===== src/rtl/i2c_eeprom_target.sv =====
module i2c_eeprom_target #(
  parameter logic [6:0] DEV_ADDR   = 7'h50,
  parameter int         WR_CYCLES  = 2000,
  parameter int         MEM_BYTES  = 256,
  parameter int         PAGE_BYTES = 16
) (
  input  logic clk,
  input  logic rst_n,
  input  logic scl_i,
  input  logic sda_i,
  output logic sda_oe,
  input  logic wp_i
);
  localparam int AW = $clog2(MEM_BYTES);
  localparam int PW = $clog2(PAGE_BYTES);
  localparam int TW = $clog2(WR_CYCLES + 1);

  typedef enum logic [3:0] {
    S_IDLE, S_DEV, S_DEV_ACK, S_WA, S_WA_ACK, S_WD, S_WD_ACK, S_RD, S_RD_ACK
  } st_t;

  st_t st;
  logic [2:0] scl_r, sda_r;
  logic [1:0] wp_r;
  logic [3:0] cnt;
  logic [7:0] sh, tx;
  logic [AW-1:0] addr;
  logic rw, mack;
  logic [TW-1:0] wr_tmr;
  logic [7:0] mem [MEM_BYTES];
  logic [7:0] pbuf [PAGE_BYTES];
  logic [PAGE_BYTES-1:0] pend;

  wire scl_rise = scl_r[1] & ~scl_r[2];
  wire scl_fall = ~scl_r[1] & scl_r[2];
  wire start_det = scl_r[1] & scl_r[2] & sda_r[2] & ~sda_r[1];
  wire stop_det  = scl_r[1] & scl_r[2] & ~sda_r[2] & sda_r[1];
  wire rx_state  = (st == S_DEV) || (st == S_WA) || (st == S_WD);
  wire [7:0] rd_byte = mem[addr];

  always_ff @(posedge clk or negedge rst_n) begin
    if (!rst_n) begin
      scl_r <= '1;
      sda_r <= '1;
      wp_r  <= '0;
    end else begin
      scl_r <= {scl_r[1:0], scl_i};
      sda_r <= {sda_r[1:0], sda_i};
      wp_r  <= {wp_r[0], wp_i};
    end
  end

  always_ff @(posedge clk or negedge rst_n) begin
    if (!rst_n) begin
      st     <= S_IDLE;
      cnt    <= '0;
      sh     <= '0;
      tx     <= '0;
      addr   <= '0;
      rw     <= 1'b0;
      mack   <= 1'b0;
      sda_oe <= 1'b0;
      wr_tmr <= '0;
      pend   <= '0;
      for (int i = 0; i < MEM_BYTES; i++) mem[i] <= '0;
      for (int i = 0; i < PAGE_BYTES; i++) pbuf[i] <= '0;
    end else begin
      if (wr_tmr != '0) wr_tmr <= wr_tmr - 1'b1;
      if (stop_det) begin
        st     <= S_IDLE;
        sda_oe <= 1'b0;
        if (|pend) begin
          for (int i = 0; i < PAGE_BYTES; i++)
            if (pend[i]) mem[{addr[AW-1:PW], PW'(i)}] <= pbuf[i];
          wr_tmr <= TW'(WR_CYCLES);
        end
        pend <= '0;
      end else if (start_det) begin
        st     <= S_DEV;
        cnt    <= '0;
        sda_oe <= 1'b0;
        pend   <= '0;
      end else begin
        if (rx_state && scl_rise) begin
          sh  <= {sh[6:0], sda_r[1]};
          cnt <= cnt + 1'b1;
        end else if (rx_state && scl_fall && cnt == 4'd8) begin
          cnt <= '0;
          if (st == S_DEV) begin
            if (sh[7:1] == DEV_ADDR && wr_tmr == '0) begin
              st     <= S_DEV_ACK;
              sda_oe <= 1'b1;
              rw     <= sh[0];
            end else begin
              st <= S_IDLE;
            end
          end else if (st == S_WA) begin
            addr   <= sh[AW-1:0];
            sda_oe <= 1'b1;
            st     <= S_WA_ACK;
          end else begin
            if (!wp_r[1]) begin
              pbuf[addr[PW-1:0]] <= sh;
              pend[addr[PW-1:0]] <= 1'b1;
            end
            addr[PW-1:0] <= addr[PW-1:0] + 1'b1;
            sda_oe       <= 1'b1;
            st           <= S_WD_ACK;
          end
        end

        case (st)
          S_DEV_ACK:
            if (scl_fall) begin
              cnt <= '0;
              if (rw) begin
                st     <= S_RD;
                tx     <= rd_byte;
                sda_oe <= ~rd_byte[7];
              end else begin
                st     <= S_WA;
                sda_oe <= 1'b0;
              end
            end
          S_WA_ACK, S_WD_ACK:
            if (scl_fall) begin
              sda_oe <= 1'b0;
              cnt    <= '0;
              st     <= S_WD;
            end
          S_RD:
            if (scl_fall) begin
              if (cnt == 4'd7) begin
                sda_oe <= 1'b0;
                addr   <= addr + 1'b1;
                st     <= S_RD_ACK;
              end else begin
                cnt    <= cnt + 1'b1;
                tx     <= {tx[6:0], 1'b0};
                sda_oe <= ~tx[6];
              end
            end
          S_RD_ACK:
            if (scl_rise) begin
              mack <= ~sda_r[1];
            end else if (scl_fall) begin
              if (mack) begin
                st     <= S_RD;
                cnt    <= '0;
                tx     <= rd_byte;
                sda_oe <= ~rd_byte[7];
              end else begin
                st <= S_IDLE;
              end
            end
          default: ;
        endcase
      end
    end
  end


  sda_low_phase_chk: assert property (@(posedge clk) disable iff (!rst_n)
    $rose(sda_oe) |-> !scl_r[1]);


  oe_state_chk: assert property (@(posedge clk) disable iff (!rst_n)
    sda_oe |-> (st == S_DEV_ACK || st == S_WA_ACK || st == S_WD_ACK || st == S_RD));


  busy_nack_chk: assert property (@(posedge clk) disable iff (!rst_n)
    (st == S_DEV_ACK && $past(st) == S_DEV) |-> $past(wr_tmr) == '0);


  wr_timer_chk: assert property (@(posedge clk) disable iff (!rst_n)
    (wr_tmr != '0) |=> (wr_tmr == $past(wr_tmr) - 1'b1));


  page_hold_chk: assert property (@(posedge clk) disable iff (!rst_n)
    (st == S_WD_ACK && $past(st) == S_WD) |-> addr[AW-1:PW] == $past(addr[AW-1:PW]));


  seq_step_chk: assert property (@(posedge clk) disable iff (!rst_n)
    (st == S_RD_ACK && $past(st) == S_RD) |-> addr == AW'($past(addr) + 1'b1));

endmodule


===== config.mk =====
export PLATFORM = sky130hd
export DESIGN_NAME = i2c_eeprom_target
export DESIGN_NICKNAME = d
export VERILOG_FILES = /design/src/rtl/i2c_eeprom_target.sv
export SDC_FILE = /design/constraint.sdc
export NUM_CORES = 2
export LEC_CHECK = 0
export CAP_MARGIN = 20
export CORE_MARGIN = 1
export CORE_UTILIZATION = 30
export CTS_BUF_LIST = sky130_fd_sc_hd__clkbuf_4 sky130_fd_sc_hd__clkbuf_8
export CTS_CLUSTER_SIZE = 24
export DETAILED_ROUTE_END_ITERATION = 10
export HOLD_SLACK_MARGIN = 0.03
export PLACE_DENSITY = 0.41
export SLEW_MARGIN = 20
export SYNTH_ARGS = -nofsm -noshare
export SYNTH_HDL_FRONTEND = slang
export SYNTH_SLANG_ARGS = --single-unit

===== constraint.sdc =====
create_clock -name clk -period 6 [get_ports clk]
set_input_delay 1.8 -clock clk [delete_from_list [all_inputs] [get_ports clk]]
set_output_delay 1.8 -clock clk [all_outputs]
set_load 0.03 [all_outputs]

==> results.md <==
* Post-synthesis area per instance at 15.70 sq um
* Crit path capture type: flop
* Cell taking the most area after synthesis: dfrtp_1
* Async set-reset flop share out of synthesis at 100.0%
* Unrepaired setup endpoints after global routing: no
* FF-to-FF path depth at 9
* FF-to-FF End: tx[2]
* CP max-delay cell: dfrtp_4
* Critical Path Stages at 9
* Die Height at 582.0 microns
* Num rows at 212
* Final RePlAce weighted congestion at 1.020
* Hold crit path type: flop to flop
* Slew Limit Fails at 0
* Largest net degree at the start of global routing at 151
* Global route total overflow at 0
* Routed via count at 63,770
* Core Area at 0.3342 sq mm
* Post-CTS setup buffers at 0
* # setup viols final at 0
* Crit start category: flop
* WL/cell at 42.58 microns
* Post-layout min period at roughly 4400 ps
* Die footprint at about 0.34 sq mm
* Setup Skew at 95.69 ps
* Power per standard cell area at 278.8 mW/mm^2
* CTS tree: built
* Area fraction of the dominant cell type after synthesis at 55.51%
* Post-Route WL at 485,800 microns
* Commonest cells after routing, fill and taps aside: dfrtp_1, mux2_2, mux4_2, clkbuf_8, nand2_1
* Chip width at 582.0 microns
* Final Cycle Share at 73.30%
* Max IR drop VDD at 0.0001756 V
* Share of cells above drive strength 1 at around 54%
* Ys flop type: dfrtp_1
* # hold bufs at CTS at 0
* LEAKAGE at roughly 55 nW
* Synthesized cell area at 0.1009 sq mm
* Sequential-to-total area share from yosys stat at a little under three fifths
* Area added between synthesis and finish at 14.76%
* Setup crit end: tx[2]
* Via/cell ratio at 5.590
* Crit-path cells: buf_12 -> buf_4 -> nor2b_4 -> a221oi_1 -> o21ai_0 -> nand3_1 -> o21a_1 -> a2111oi_2 -> a21oi_1
* CTS root buffer: clkbuf_8
* Failing checks: design-rule violations
* Slew @ Worst Pin at 1347 ps
* FMAX at around 230 MHz
* R2R setup slack at 1600 ps
* Yosys warns at 0
* Final net count at 6,689
* Num CTS Buffers at 414
* Post-synth net total at 6,439
* Crit path kind: flop to flop
* Crit path launch: addr[0]
* Cell family with most CP delay: compound AO/OA/AOI/OAI gates
* Clock latency at the later pin of the worst-skew pair at 1160 ps
* CP arrival at 5350 ps
* # clock sinks at 2,245
* Hold Vio Cnt, Final at 0
* DRT iter0 DRCs at 5,950
* Synth area leaders: dfrtp_1, mux2_2, mux4_2
* Vias in the first global route at 65,230
* HPWL after detailed placement at 332,400 microns
* TritonRoute pass-1 iters at 9
* PortBufs at 5
* Worst Path Max Fanout at 32
* Distinct cells, synth at 73
* First-pass GRT wire length at roughly 650,000 microns
* Synthesis-stage register bit count at 2,245
* Most common cell after layout, fill and taps aside: dfrtp_1
* Max clock buf depth at 4
* Synth Instances at 6,427
* Util after Layout at 34.66%
* CP peak stage delay at between 900 and 1000 ps
* Number of H-tree levels at 5
* DRC errors left at 2
* Post-synth EDFFs at 0
* Worst Path Buf+Inv at 2
* I/O pin cnt at 6
* Antenna viol nets, final at 0
* Total track usage at roughly 28%
* Worst-path clk slew at 60 ps
* Crit path required time at 6950 ps
* Initial core utilization at 30.20%
* Max-Cap Viols at 0
* Tot Pwr at 32.29 mW
* Status: finished with violations
* Slew headroom at under 10%
* Sum of negative setup slack at 0 ps
* RR Startpoint: addr[0]
* Initial antenna violation count at 87
* # resized after CTS at 0
-- cell type report --
type,count,area [sq um]
antenna,23,57.56
clock buffer,703,8537
clock inverter,33,227.7
fill,32250,218400
inverter,29,116.4
multi-input combinational,3756,42930
sequential,2245,56270
tap,4387,5489
timing repair buffer,231,2202
-- power by group --
group	internal, mW	switching (mW)	leakage [nW]	total (mW)
combinational	0.219	0.990	19.0	1.21
sequential	15.2	0.0712	31.2	15.3
clock	8.87	6.92	4.71	15.8
total	24.3	7.98	54.9	32.3
-- per-stage QoR --
stage / cells / hold WS, ps / setup WS [ps] / area (sq um)
after floorplan: 6427 / 331.2 / 3362 / 100900
final: 11410 / 354.5 / 1602 / 115800
after detailed placement: 10650 / 357.4 / 1783 / 107000
after global routing: 11390 / 364.4 / 1442 / 115800
after CTS: 11380 / 357.6 / 1753 / 115800
after global placement: 10650 / 359.7 / 1695 / 107000
-- sequential cells by signal, summed over array words and instances (netlist names) --
signal and flops:
mem 2048, pbuf 128, pend 16, wr_tmr 11, addr 8, sh 8
tx 7, cnt 4, st 4, scl_r 3, sda_r 3, wp_r 2
mack 1, rw 1, sda_oe 1
-- how the worst min path moves through the flow --
stage                to  startpoint  cells past startpoint  slack [ps]
2_1_floorplan   wp_r[1]     wp_r[0]                      0         330
3_3_place_gp    wp_r[1]     wp_r[0]                      0         360
3_5_place_dp   scl_r[1]    scl_r[0]                      0         360
4_1_cts        scl_r[1]    scl_r[0]                      0         360
5_1_grt        scl_r[1]    scl_r[0]                      0         360
6_report        wp_r[1]     wp_r[0]                      0         350
-- kinds of logic (layout without fill, tap and decap cells) --
group / Yosys count / count (layout) / synth area share, %
mux: 2834 / 2834 / 37.55
flops: 2245 / 2245 / 55.67
simple gates: 631 / 631 / 2.793
buf+inv: 426 / 996 / 1.914
compound gates: 276 / 276 / 1.919
xor+xnor: 8 / 8 / 0.06941
fa+ha+maj: 7 / 7 / 0.08677
other cells: 0 / 23 / 0
-- worst reg2reg max path, cell delays in order (launching register included) --
cell	delay, ps
dfrtp_4	930
buf_12	370
buf_4	480
nor2b_4	720
a221oi_1	230
o21ai_0	550
nand3_1	240
o21a_1	280
a2111oi_2	320
a21oi_1	140
-- cell usage after synthesis (all sizes together), types with 6 or more instances --
library cell and instances:
o22ai 20, a22oi 49, nand4 14, nor4 14, nor2 65, mux2 2180
a221oi 15, ha 7, nand2 372, mux2i 110, a21o 6, o211ai 12
a21oi 30, a21boi 18, a31oi 15, nand3 46, dfrtp 2239, or2 8
mux4 544, and2 8, nand2b 15, buf 153, o21ai 47, and3 19
dfstp 6, clkbuf 244, nor2b 13, inv 27, nor3 32, a22o 8
-- per-layer routing --
metal / vias up / wire (microns) / GRT usage (%) / part of all wire (%)
li1: 24710 / - / - / -
met1: 35590 / 195800 / 35.83 / 40
met2: 2518 / 218000 / 43.73 / 45
met3: 929 / 35670 / 7.202 / 7.3
met4: 32 / 35890 / 17.89 / 7.4
met5: - / 434 / 0 / 0.089
No activity file was read; power rests on OpenSTA's default activity.
